### config.mk
export PLATFORM = sky130hd
export DESIGN_NAME = hs_serial_rx
export DESIGN_NICKNAME = d
export VERILOG_FILES = /design/src/rtl/hs_serial_rx_pkg.sv /design/src/rtl/rxs_framer.sv /design/src/rtl/rxs_idle_timer.sv /design/src/rtl/rxs_flow_ctl.sv /design/src/rtl/hs_serial_rx.sv
export SDC_FILE = /design/constraint.sdc
export NUM_CORES = 1
export LEC_CHECK = 0
export CAP_MARGIN = 10
export CORE_MARGIN = 1
export CORE_UTILIZATION = 35
export DETAILED_ROUTE_END_ITERATION = 8
export PLACE_DENSITY = 0.5
export SLEW_MARGIN = 20
export SYNTH_ARGS = -nofsm -noshare
export SYNTH_HDL_FRONTEND = slang
export SYNTH_SLANG_ARGS = --single-unit
### constraint.sdc
create_clock -name clk -period 2.2 [get_ports clk]
set_input_delay 0.33 -clock clk [delete_from_list [all_inputs] [get_ports clk]]
set_output_delay 0.33 -clock clk [all_outputs]
set_load 0.02 [all_outputs]
### src/rtl/hs_serial_rx_pkg.sv
package hs_serial_rx_pkg;

  typedef enum logic [2:0] {
    RX_IDLE,
    RX_START,
    RX_DATA,
    RX_STOP,
    RX_HOLD
  } rx_state_e;

  // FIFO fill level at which flow control stops the sender
  function automatic logic [5:0] rts_limit(input logic [1:0] sel);
    case (sel)
      2'd0:    rts_limit = 6'd8;
      2'd1:    rts_limit = 6'd16;
      2'd2:    rts_limit = 6'd32;
      default: rts_limit = 6'd48;
    endcase
  endfunction

endpackage

### src/rtl/rxs_framer.sv
module rxs_framer
  import hs_serial_rx_pkg::*;
#(
  parameter int OVS       = 14,
  parameter int DATA_BITS = 8
) (
  input  logic                 clk,
  input  logic                 rst_n,
  input  logic                 rxd,
  input  logic                 samp_en,
  output logic                 start_det,
  output logic                 wr_en,
  output logic [DATA_BITS+2:0] wr_data,
  output logic                 fe_pulse,
  output logic                 brk_pulse
);
  localparam int MID     = OVS / 2;
  localparam int CNT_W   = $clog2(OVS);
  localparam int BIT_W   = $clog2(DATA_BITS);
  localparam int ENT_W   = DATA_BITS + 3;
  localparam int POS_ERR = DATA_BITS + 1;
  localparam int POS_BRK = DATA_BITS + 2;

  logic [1:0]           sync_q;
  logic                 rx_s;
  rx_state_e            state_q, state_d;
  logic [CNT_W-1:0]     cnt_q, cnt_d;
  logic [BIT_W-1:0]     bit_q, bit_d;
  logic [DATA_BITS-1:0] sh_q, sh_d;
  logic [ENT_W-1:0]     data_d;
  logic                 wr_d, fe_d, brk_d, start_d;
  logic                 stop_low, all_zero;

  assign rx_s     = sync_q[1];
  assign stop_low = ~rx_s;
  assign all_zero = (sh_q == '0);

  always_ff @(posedge clk or negedge rst_n) begin
    if (!rst_n) sync_q <= 2'b11;
    else        sync_q <= {sync_q[0], rxd};
  end

  always_comb begin
    state_d = state_q;
    cnt_d   = cnt_q;
    bit_d   = bit_q;
    sh_d    = sh_q;
    data_d  = wr_data;
    wr_d    = 1'b0;
    fe_d    = 1'b0;
    brk_d   = 1'b0;
    start_d = 1'b0;
    if (samp_en) begin
      case (state_q)
        RX_IDLE: begin
          if (!rx_s) begin
            state_d = RX_START;
            cnt_d   = '0;
            start_d = 1'b1;
          end
        end
        RX_START: begin
          if (cnt_q == CNT_W'(MID - 1)) begin
            cnt_d = '0;
            bit_d = '0;
            state_d = rx_s ? RX_IDLE : RX_DATA;
          end else begin
            cnt_d = cnt_q + 1'b1;
          end
        end
        RX_DATA: begin
          if (cnt_q == CNT_W'(OVS - 1)) begin
            cnt_d = '0;
            sh_d  = {rx_s, sh_q[DATA_BITS-1:1]};
            if (bit_q == BIT_W'(DATA_BITS - 1)) state_d = RX_STOP;
            else                                bit_d   = bit_q + 1'b1;
          end else begin
            cnt_d = cnt_q + 1'b1;
          end
        end
        RX_STOP: begin
          if (cnt_q == CNT_W'(OVS - 1)) begin
            cnt_d   = '0;
            wr_d    = 1'b1;
            fe_d    = stop_low;
            brk_d   = stop_low & all_zero;
            data_d  = {stop_low & all_zero, stop_low, 1'b0, sh_q};
            state_d = rx_s ? RX_IDLE : RX_HOLD;
          end else begin
            cnt_d = cnt_q + 1'b1;
          end
        end
        RX_HOLD: begin
          if (rx_s) state_d = RX_IDLE;
        end
        default: state_d = RX_IDLE;
      endcase
    end
  end

  always_ff @(posedge clk or negedge rst_n) begin
    if (!rst_n) begin
      state_q   <= RX_IDLE;
      cnt_q     <= '0;
      bit_q     <= '0;
      sh_q      <= '0;
      wr_data   <= '0;
      wr_en     <= 1'b0;
      fe_pulse  <= 1'b0;
      brk_pulse <= 1'b0;
      start_det <= 1'b0;
    end else begin
      state_q   <= state_d;
      cnt_q     <= cnt_d;
      bit_q     <= bit_d;
      sh_q      <= sh_d;
      wr_data   <= data_d;
      wr_en     <= wr_d;
      fe_pulse  <= fe_d;
      brk_pulse <= brk_d;
      start_det <= start_d;
    end
  end

  // a frame produces a single-cycle write
  a_r1_single_write: assert property (@(posedge clk) disable iff (!rst_n)
    wr_en |=> !wr_en);
  // a framing-error event always rides on an entry with the error flag
  a_r3_fe_entry: assert property (@(posedge clk) disable iff (!rst_n)
    fe_pulse |-> (wr_en && wr_data[POS_ERR]));
  // a break entry is all zero data with both flags set
  a_r4_brk_entry: assert property (@(posedge clk) disable iff (!rst_n)
    brk_pulse |-> (wr_en && wr_data[POS_BRK] && wr_data[POS_ERR] &&
                   wr_data[DATA_BITS-1:0] == '0));
  // a start is recognised only out of idle, never while holding after a low stop
  a_r5_start_from_idle: assert property (@(posedge clk) disable iff (!rst_n)
    start_det |-> ($past(state_q) == RX_IDLE));

endmodule

### src/rtl/rxs_idle_timer.sv
module rxs_idle_timer #(
  parameter int OVS        = 14,
  parameter int FRAME_BITS = 10,
  parameter int LVL_W      = 7
) (
  input  logic             clk,
  input  logic             rst_n,
  input  logic             samp_en,
  input  logic             start_det,
  input  logic [LVL_W-1:0] fifo_level,
  input  logic [1:0]       tmo_sel,
  output logic             tmo_pulse
);
  localparam int CHAR_ENS = OVS * FRAME_BITS;
  localparam int MAX_ENS  = 16 * CHAR_ENS;
  localparam int TW       = $clog2(MAX_ENS + 1);

  logic [TW-1:0] cnt_q, cnt_d, limit, cnt_inc;
  logic          fired_q, fired_d, pulse_d, clear;

  always_comb begin
    case (tmo_sel)
      2'd1:    limit = TW'(4 * CHAR_ENS);
      2'd2:    limit = TW'(8 * CHAR_ENS);
      2'd3:    limit = TW'(16 * CHAR_ENS);
      default: limit = '0;
    endcase
  end

  assign clear   = start_det || (fifo_level == '0) || (tmo_sel == 2'd0);
  assign cnt_inc = cnt_q + 1'b1;

  always_comb begin
    cnt_d   = cnt_q;
    fired_d = fired_q;
    pulse_d = 1'b0;
    if (clear) begin
      cnt_d   = '0;
      fired_d = 1'b0;
    end else if (samp_en && !fired_q) begin
      cnt_d = cnt_inc;
      if (cnt_inc >= limit) begin
        pulse_d = 1'b1;
        fired_d = 1'b1;
      end
    end
  end

  always_ff @(posedge clk or negedge rst_n) begin
    if (!rst_n) begin
      cnt_q     <= '0;
      fired_q   <= 1'b0;
      tmo_pulse <= 1'b0;
    end else begin
      cnt_q     <= cnt_d;
      fired_q   <= fired_d;
      tmo_pulse <= pulse_d;
    end
  end

  // a timeout needs buffered data and an enabled timeout
  a_r8_tmo_has_data: assert property (@(posedge clk) disable iff (!rst_n)
    tmo_pulse |-> $past(fifo_level != '0 && tmo_sel != 2'd0));
  // one pulse per inactivity spell
  a_r8_tmo_once: assert property (@(posedge clk) disable iff (!rst_n)
    tmo_pulse |=> !tmo_pulse);
  // the pulse follows a counting strobe
  a_r7_tmo_on_strobe: assert property (@(posedge clk) disable iff (!rst_n)
    tmo_pulse |-> $past(samp_en));

endmodule

### src/rtl/rxs_flow_ctl.sv
module rxs_flow_ctl
  import hs_serial_rx_pkg::*;
#(
  parameter int LVL_W = 7
) (
  input  logic             clk,
  input  logic             rst_n,
  input  logic [LVL_W-1:0] fifo_level,
  input  logic             rts_en,
  input  logic [1:0]       rts_lvl_sel,
  input  logic             rts_inv,
  output logic             rts_o
);
  logic [LVL_W-1:0] thr;
  logic             ready, rts_d;

  assign thr   = LVL_W'(rts_limit(rts_lvl_sel));
  assign ready = !rts_en || (fifo_level < thr);
  assign rts_d = ready ^ rts_inv;

  always_ff @(posedge clk or negedge rst_n) begin
    if (!rst_n) rts_o <= 1'b1;
    else        rts_o <= rts_d;
  end

  // disabled flow control holds the ready level
  a_r10_rts_off: assert property (@(posedge clk) disable iff (!rst_n)
    $past(!rts_en) |-> (rts_o == !$past(rts_inv)));
  // at or above the largest threshold the sender is always stopped
  a_r9_rts_full: assert property (@(posedge clk) disable iff (!rst_n)
    $past(rts_en && fifo_level >= LVL_W'(48)) |-> (rts_o == $past(rts_inv)));
  // an empty FIFO always allows sending
  a_r9_rts_empty: assert property (@(posedge clk) disable iff (!rst_n)
    $past(fifo_level == '0) |-> (rts_o == !$past(rts_inv)));

endmodule

### src/rtl/hs_serial_rx.sv
module hs_serial_rx #(
  parameter int OVS       = 14,
  parameter int DATA_BITS = 8,
  parameter int LVL_W     = 7
) (
  input  logic                 clk,
  input  logic                 rst_n,
  input  logic                 rxd,
  input  logic                 samp_en,
  input  logic [1:0]           tmo_sel,
  input  logic                 rts_en,
  input  logic [1:0]           rts_lvl_sel,
  input  logic                 rts_inv,
  input  logic [LVL_W-1:0]     fifo_level,
  output logic                 fifo_wr,
  output logic [DATA_BITS+2:0] fifo_wdata,
  output logic                 fe_evt,
  output logic                 brk_evt,
  output logic                 tmo_evt,
  output logic                 rts_o
);
  localparam int FRAME_BITS = DATA_BITS + 2;

  logic [1:0] rst_pipe;
  logic       rst_int_n;
  logic       start_det;

  // asynchronous assertion, synchronous release
  always_ff @(posedge clk or negedge rst_n) begin
    if (!rst_n) rst_pipe <= 2'b00;
    else        rst_pipe <= {rst_pipe[0], 1'b1};
  end
  assign rst_int_n = rst_pipe[1];

  rxs_framer #(.OVS(OVS), .DATA_BITS(DATA_BITS)) u_framer (
    .clk       (clk),
    .rst_n     (rst_int_n),
    .rxd       (rxd),
    .samp_en   (samp_en),
    .start_det (start_det),
    .wr_en     (fifo_wr),
    .wr_data   (fifo_wdata),
    .fe_pulse  (fe_evt),
    .brk_pulse (brk_evt)
  );

  rxs_idle_timer #(.OVS(OVS), .FRAME_BITS(FRAME_BITS), .LVL_W(LVL_W)) u_timer (
    .clk        (clk),
    .rst_n      (rst_int_n),
    .samp_en    (samp_en),
    .start_det  (start_det),
    .fifo_level (fifo_level),
    .tmo_sel    (tmo_sel),
    .tmo_pulse  (tmo_evt)
  );

  rxs_flow_ctl #(.LVL_W(LVL_W)) u_flow (
    .clk         (clk),
    .rst_n       (rst_int_n),
    .fifo_level  (fifo_level),
    .rts_en      (rts_en),
    .rts_lvl_sel (rts_lvl_sel),
    .rts_inv     (rts_inv),
    .rts_o       (rts_o)
  );

  // no event while the block is held in reset
  a_r6_quiet_in_reset: assert property (@(posedge clk)
    !rst_int_n |-> (!fifo_wr && !fe_evt && !brk_evt && !tmo_evt));

endmodule

Word level (Yosys, flattened, before mapping)
Index checks and enable logic that the tools add are counted.
{"block": "word_totals", "register_bits": 51, "in_bits": 17, "output_inout_bits": 16, "elab_cells": 103}
{"block": "classes", "n_addsub": 3, "n_lt_le_gt_ge": 2, "eq_ne": 19, "mux": 39, "n_bitwise": 3, "n_reduce_logical": 22}
{"cell": "$pmux W12 S3", "n": 1}
{"cell": "$mux W3", "n": 10}
{"cell": "$mux W12", "n": 2}
{"cell": "$mux W1", "n": 18}
{"cell": "$pmux W6 S3", "n": 1}
{"cell": "$pmux W3 S5", "n": 1}
{"cell": "$add A12 B1 Y12 const B", "n": 1}
{"cell": "$ge A12 B12 Y1", "n": 1}
{"cell": "$mux W4", "n": 3}
{"cell": "$pmux W4 S3", "n": 1}
{"cell": "$ne A2 B1 Y1 const B", "n": 5}
{"cell": "$reduce_and A3 Y1", "n": 3}
{"cell": "$logic_not A8 Y1", "n": 1}
{"cell": "$logic_not A7 Y1", "n": 1}
{"cell": "$lt A7 B6 Y1", "n": 1}
{"cell": "$reduce_and A7 Y1", "n": 1}
{"cell": "$eq A2 B2 Y1 const B", "n": 3}
{"cell": "$eq A3 B2 Y1 const B", "n": 2}
{"cell": "$eq A3 B3 Y1 const B", "n": 2}
{"cell": "$pmux W3 S2", "n": 1}
{"cell": "$reduce_bool A2 Y1", "n": 3}
{"cell": "$reduce_and A5 Y1", "n": 1}
{"cell": "$add A4 B1 Y4 const B", "n": 1}
{"cell": "$eq A2 B1 Y1 const B", "n": 2}
{"cell": "other kinds (17)", "n": 22}

Longest topological paths before layout
{"block": "depth", "depth_word": 6, "depth_mapped": 9}

Cells and area by module
Synthesis repeated with hierarchy kept, for this count alone.
{"block": "hier_totals", "cells_unflattened": 257, "area_unflattened_um2": 2798.9}
{"mod": "rxs_framer", "instances": 1, "cells_per_inst": 123, "area_per_inst_um2": 1535.2, "seq_area_each_um2": 853.3}
{"mod": "rxs_idle_timer", "instances": 1, "cells_per_inst": 122, "area_per_inst_um2": 1113.6, "seq_area_each_um2": 350.3}
{"mod": "rxs_flow_ctl", "instances": 1, "cells_per_inst": 9, "area_per_inst_um2": 96.3, "seq_area_each_um2": 26.3}
{"mod": "hs_serial_rx", "instances": 1, "cells_per_inst": 3, "area_per_inst_um2": 53.8, "seq_area_each_um2": 50.0}

Least setup slack after synthesis
OpenSTA, ideal clock, no wires.
{"block": "synth_timing", "path_kind": "register -> register", "startpoint": "register u_timer.cnt_q[2]", "endpoint": "register u_timer.fired_q", "setup_time_ns": 0.135, "arrival_time_ns": 2.314, "path_slack_ns": -0.249, "stages_incl_launch_ff": 10, "path_cell_list": "dfrtp_1 > nand3_1 > nor4_4 > nand3_1 > xnor2_1 > ha_1 > a211oi_1 > nand2_1 > a2111oi_2 > o31ai_1"}
{"block": "synth_between", "elab_chain_len": 4}
{"element": "from (decl)", "line": "rxs_idle_timer.sv:18", "text": "logic [TW-1:0] cnt_q, cnt_d, limit, cnt_inc;"}
{"element": "from (signal assigned)", "line": "rxs_idle_timer.sv:55", "text": "cnt_q <= cnt_d;"}
{"element": "$add A12 B1 Y12", "line": "rxs_idle_timer.sv:31", "text": "assign cnt_inc = cnt_q + 1'b1;"}
{"element": "$ge A12 B12 Y1", "line": "rxs_idle_timer.sv:42", "text": "if (cnt_inc >= limit) begin"}
{"element": "$reduce_bool A2 Y1 (no line)"}
{"element": "$reduce_and A2 Y1 (no line)"}
{"element": "to (signal assigned)", "line": "rxs_idle_timer.sv:56", "text": "fired_q <= fired_d;"}
{"element": "to (decl)", "line": "rxs_idle_timer.sv:19", "text": "logic fired_q, fired_d, pulse_d, clear;"}
No other way between the ends.
A chain may end at the register's enable or synchronous reset.

Worst setup path in the final report
{"block": "layout_timing", "startpoint": "register u_timer.cnt_q[3]", "endpoint": "register u_timer.tmo_pulse"}
{"block": "layout_between", "elab_chain_len": 5}
{"element": "$add A12 B1 Y12", "line": "rxs_idle_timer.sv:31"}
{"element": "$ge A12 B12 Y1", "line": "rxs_idle_timer.sv:42"}
{"element": "$mux W1", "line": "rxs_idle_timer.sv:42"}
{"element": "$mux W1", "line": "rxs_idle_timer.sv:40", "text": "end else if (samp_en && !fired_q) begin"}
{"element": "$mux W1", "line": "rxs_idle_timer.sv:37", "text": "if (clear) begin"}
{"element": "named net u_timer.pulse_d", "line": "rxs_idle_timer.sv:19"}
{"element": "to (signal assigned)", "line": "rxs_idle_timer.sv:57", "text": "tmo_pulse <= pulse_d;"}
{"element": "to (decl)", "line": "rxs_idle_timer.sv:12", "text": "output logic tmo_pulse"}
The timed path passes the listed nets, and every way through them passes these cells.

==> impl_metrics.py <==
metrics = {
    "detailed_routing": {
        "via_per_inst": 4.92,
        "drcViolationCount": 0,
        "wl_per_cell_um": 14.0,
        "dr.pass1.iters": 6,
        "num_vias": 2084,
        "postRouteAntennaNets": 0,
        "drt-initial-drc-count": 50,
        "drt-total-wl_mm": 5.93,
    },
    "synth": {
        "ys.flop_type": "dfrtp_1",
        "yosysSeqAreaShare_pct": 46.1,
        "postSynthRegisterBits": 51,
        "synth_edf_count": 0,
        "synth_warnings": 0,
        "avgSynthCellArea_um2": 10.6,
        "synth_cell_types": 48,
        "synth_nets": 295,
        "async_reset_ff_share_pct": 100,
        "syn_area_mm2": 0.00278,
        "synthCells": 262,
    },
    "setup_path": {
        "crit_required_ns": 2.39,
        "critPathMaxStageDelay_ns": 0.40,
        "path_cells": "nand2_4 -> nor4_4 -> nand3_2 -> xnor2_2 -> ha_1 -> a211oi_2 -> nand2_2 -> a2111oi_4 -> nor4_1",
        "critical_path.top_delay_family": "simple AND/OR/NAND/NOR gates",
        "crit_path_max_fanout": 2,
        "crit_path_start_kind": "flop",
        "r2r-start": "u_timer.cnt_q[3]",
        "worstSetupEndpointType": "flop",
        "crit_start": "u_timer.cnt_q[3]",
        "critPathBufInv": 0,
        "critPathSlowestCell": "dfrtp_2",
        "path_class": "reg -> reg",
        "critPathArrivalTime_ns": 2.45,
    },
    "timing": {
        "setup_viol": 2,
        "tns_ns": -0.109,
        "fin_ws_ns": -0.0600,
        "rsz0062_at_grt": "yes",
        "worst_slew_pin_slew_ns": 0.600,
        "slew_viol_final": 0,
        "finClkSkew_ns": 0.0121,
        "fmax_mhz": 442,
        "finalHoldViolCount": 0,
        "layout_min_cycle_time_ns": 2.26,
        "period_share_pct": 103,
        "slew-limit-headroom_pct": 60.0,
    },
    "placement": {
        "placed_area_mm2": 0.00342,
        "hpwl_mm": 4.44,
        "dpl.cell_count": 415,
        "finalWeightedCongestion": 0.812,
        "port_buffers": 31,
    },
    "die": {
        "die_width_um": 91.1,
        "core_mm2": 0.00769,
        "dieHeight_um": 91.1,
        "die_area_mm2": 0.00830,
        "initial_utilization_pct": 36.1,
        "ios": 33,
        "std_cell_rows": 32,
    },
    "power_and_ir_drop": {
        "clock_power_share_pct": 23.5,
        "power.density_mw_per_mm2": 733,
        "p_comb_share_pct": 29.3,
        "irDropWorstVdd_mv": 0.365,
        "internal-power_w": 0.00172,
        "p_sw_w": 0.000907,
        "pwr-share-seq_pct": 47.2,
        "p_leak_nw": 1.71,
        "switching_share_pct": 34.5,
    },
    "grt": {
        "grt-ovfl-total": 0,
        "grt_pass1_vias": 2176,
        "grt_max_degree": 27,
        "grt_pass1_wl_mm": 10.3,
        "antenna_found_initial": 0,
        "grtUsageTotal_pct": 16.0,
    },
    "clock_network": {
        "htreeDepth": 2,
        "cts_made_buffers": 5,
        "max-clock-path-buffers": 2,
        "cts-root-buf": "clkbuf_8",
        "cts_tree": "built",
        "clock-sinks": 51,
        "path_clk_slew_ns": 0.11,
        "holdBufCountCts": 0,
        "clk_latency_ns": 0.32,
    },
    "finish": {
        "nNetsFinal": 354,
        "layout_common_cells": "dfrtp_1 (45), clkdlybuf4s50_1 (31), buf_4 (27)",
        "final_common_cell": "dfrtp_1",
        "stdcell_count": 424,
        "register_area_mm2": 0.00128,
        "layout-drive-gt1-share_pct": 24.8,
        "final_area_mm2": 0.00358,
        "syn2layout_area_growth_pct": 28.9,
        "multi_input_area_mm2": 0.00147,
        "diodes": 0,
        "fillers": 738,
    },
    "status": {
        "violations": "negative setup slack",
        "status": "finished, violations left",
    },
    "hold_path": {
        "min_path_type": "in -> async",
    },
    "job": {
        "maxCapViolations": 0,
    },
}
## through the flow
step | utilization (%) | total power, W | setup slack, ns | hold slack, ns
floorplan | - | 0.00173 | -0.0170 | 0.0344
global placement | 44.5 | 0.00202 | -0.117 | 0.314
detailed placement | 44.5 | 0.00202 | -0.211 | 0.300
CTS | 46.5 | 0.00265 | -0.0505 | 0.172
global route | 46.6 | 0.00282 | -0.195 | 0.156
finish | 46.6 | 0.00263 | -0.0600 | 0.174
## final cells by class
cell class	count	area share (%)
clock inverters	3	0.943
inverters	17	1.78
clock buffers	5	1.92
multi-input cells	187	41.1
flip-flops and latches	51	35.8
well taps	102	3.56
repair buffers	59	14.9
## final timing paths
kind	end	slack, ns	cells past startpoint
max	u_timer.tmo_pulse	-0.06	9
min reg2reg	u_timer.cnt_q[1]	0.27	0
max in group asynchronous	u_framer.sync_q[0]	1.31	1
min	rst_pipe[1]	0.17	1
max reg2reg	u_timer.tmo_pulse	-0.06	9
min in group clk	u_framer.sync_q[1]	0.36	0
## registers in the layout (all words and copies together), names as in the netlist, 2 cells and up
register	cells
u_framer.sync_q	2
u_framer.bit_q	3
u_timer.cnt_q	12
u_framer.state_q	3
u_framer.wr_data	10
u_framer.cnt_q	4
rst_pipe	2
u_framer.sh_q	8
## synth_stat cells, drive strengths merged (2+ instances only)
| library cell | count | area [um^2] |
|---|---|---|
| nor4 | 8 | 80.1 |
| a211o | 4 | 35.0 |
| nand4 | 4 | 37.5 |
| nand2b | 4 | 25.0 |
| mux2i | 2 | 20.0 |
| inv | 17 | 63.8 |
| mux2 | 17 | 191 |
| nor3 | 9 | 45.0 |
| xnor2 | 8 | 70.1 |
| o21ai | 7 | 35.0 |
| o41ai | 3 | 33.8 |
| nor3b | 2 | 20.0 |
| conb | 2 | 7.51 |
| nand3 | 8 | 52.6 |
| a2111oi | 2 | 23.8 |
| ha | 16 | 200 |
| o31ai | 3 | 22.5 |
| xor2 | 9 | 78.8 |
| a211oi | 4 | 30.0 |
| clkbuf | 2 | 7.51 |
| a21o | 6 | 45.0 |
| or3 | 3 | 18.8 |
| nor2b | 3 | 18.8 |
| nor2 | 19 | 71.3 |
| nand2 | 22 | 82.6 |
| dfstp | 3 | 78.8 |
| a21oi | 10 | 50.1 |
| dfrtp | 48 | 1200 |
| a22o | 3 | 26.3 |
| buf | 5 | 26.3 |
## cells by family after synthesis
logic type	Yosys count	synth area share [%]
adders and majority gates	16	7.20
other	2	0.270
and+or+nand+nor	87	17.9
buffers and inverters	24	3.51
DFF	51	46.1
xor gates and xnor gates	17	5.36
muxes	19	7.61
AOI/OAI and AO/OA	46	12.1
## what timing repair did
| action | 4_1_cts | 5_1_grt |
|---|---|---|
| endpoints found under the setup margin | 2 | 2 |
| gates resized for setup | 7 | 2 |
| setup buffers | 1 | 0 |
| pin swaps | 9 | 1 |
## routing by layer
metal	part of all wire, %	GRT usage (%)
met5	0	0
met4	2.5	7.14
met3	2.9	3.77
met2	49	26.8
met1	46	19.5
## power groups by stage
stage,registers [W],clock network (W),logic [W]
2_1_floorplan,0.00127,0,0.000466
3_3_place_gp,0.00125,0,0.000765
3_5_place_dp,0.00125,0,0.000771
4_1_cts,0.00123,0.000641,0.000778
5_1_grt,0.00127,0.000684,0.000873
6_report,0.00124,0.000618,0.000769
## worst reg2reg max path, stage by stage (launching register included)
cell and delay (ns):
dfrtp_2 0.40, nand2_4 0.06, nor4_4 0.33, nand3_2 0.14, xnor2_2 0.17, ha_1 0.31
a211oi_2 0.21, nand2_2 0.10, a2111oi_4 0.32, nor4_1 0.10
Power figures use the tool's default switching activity.
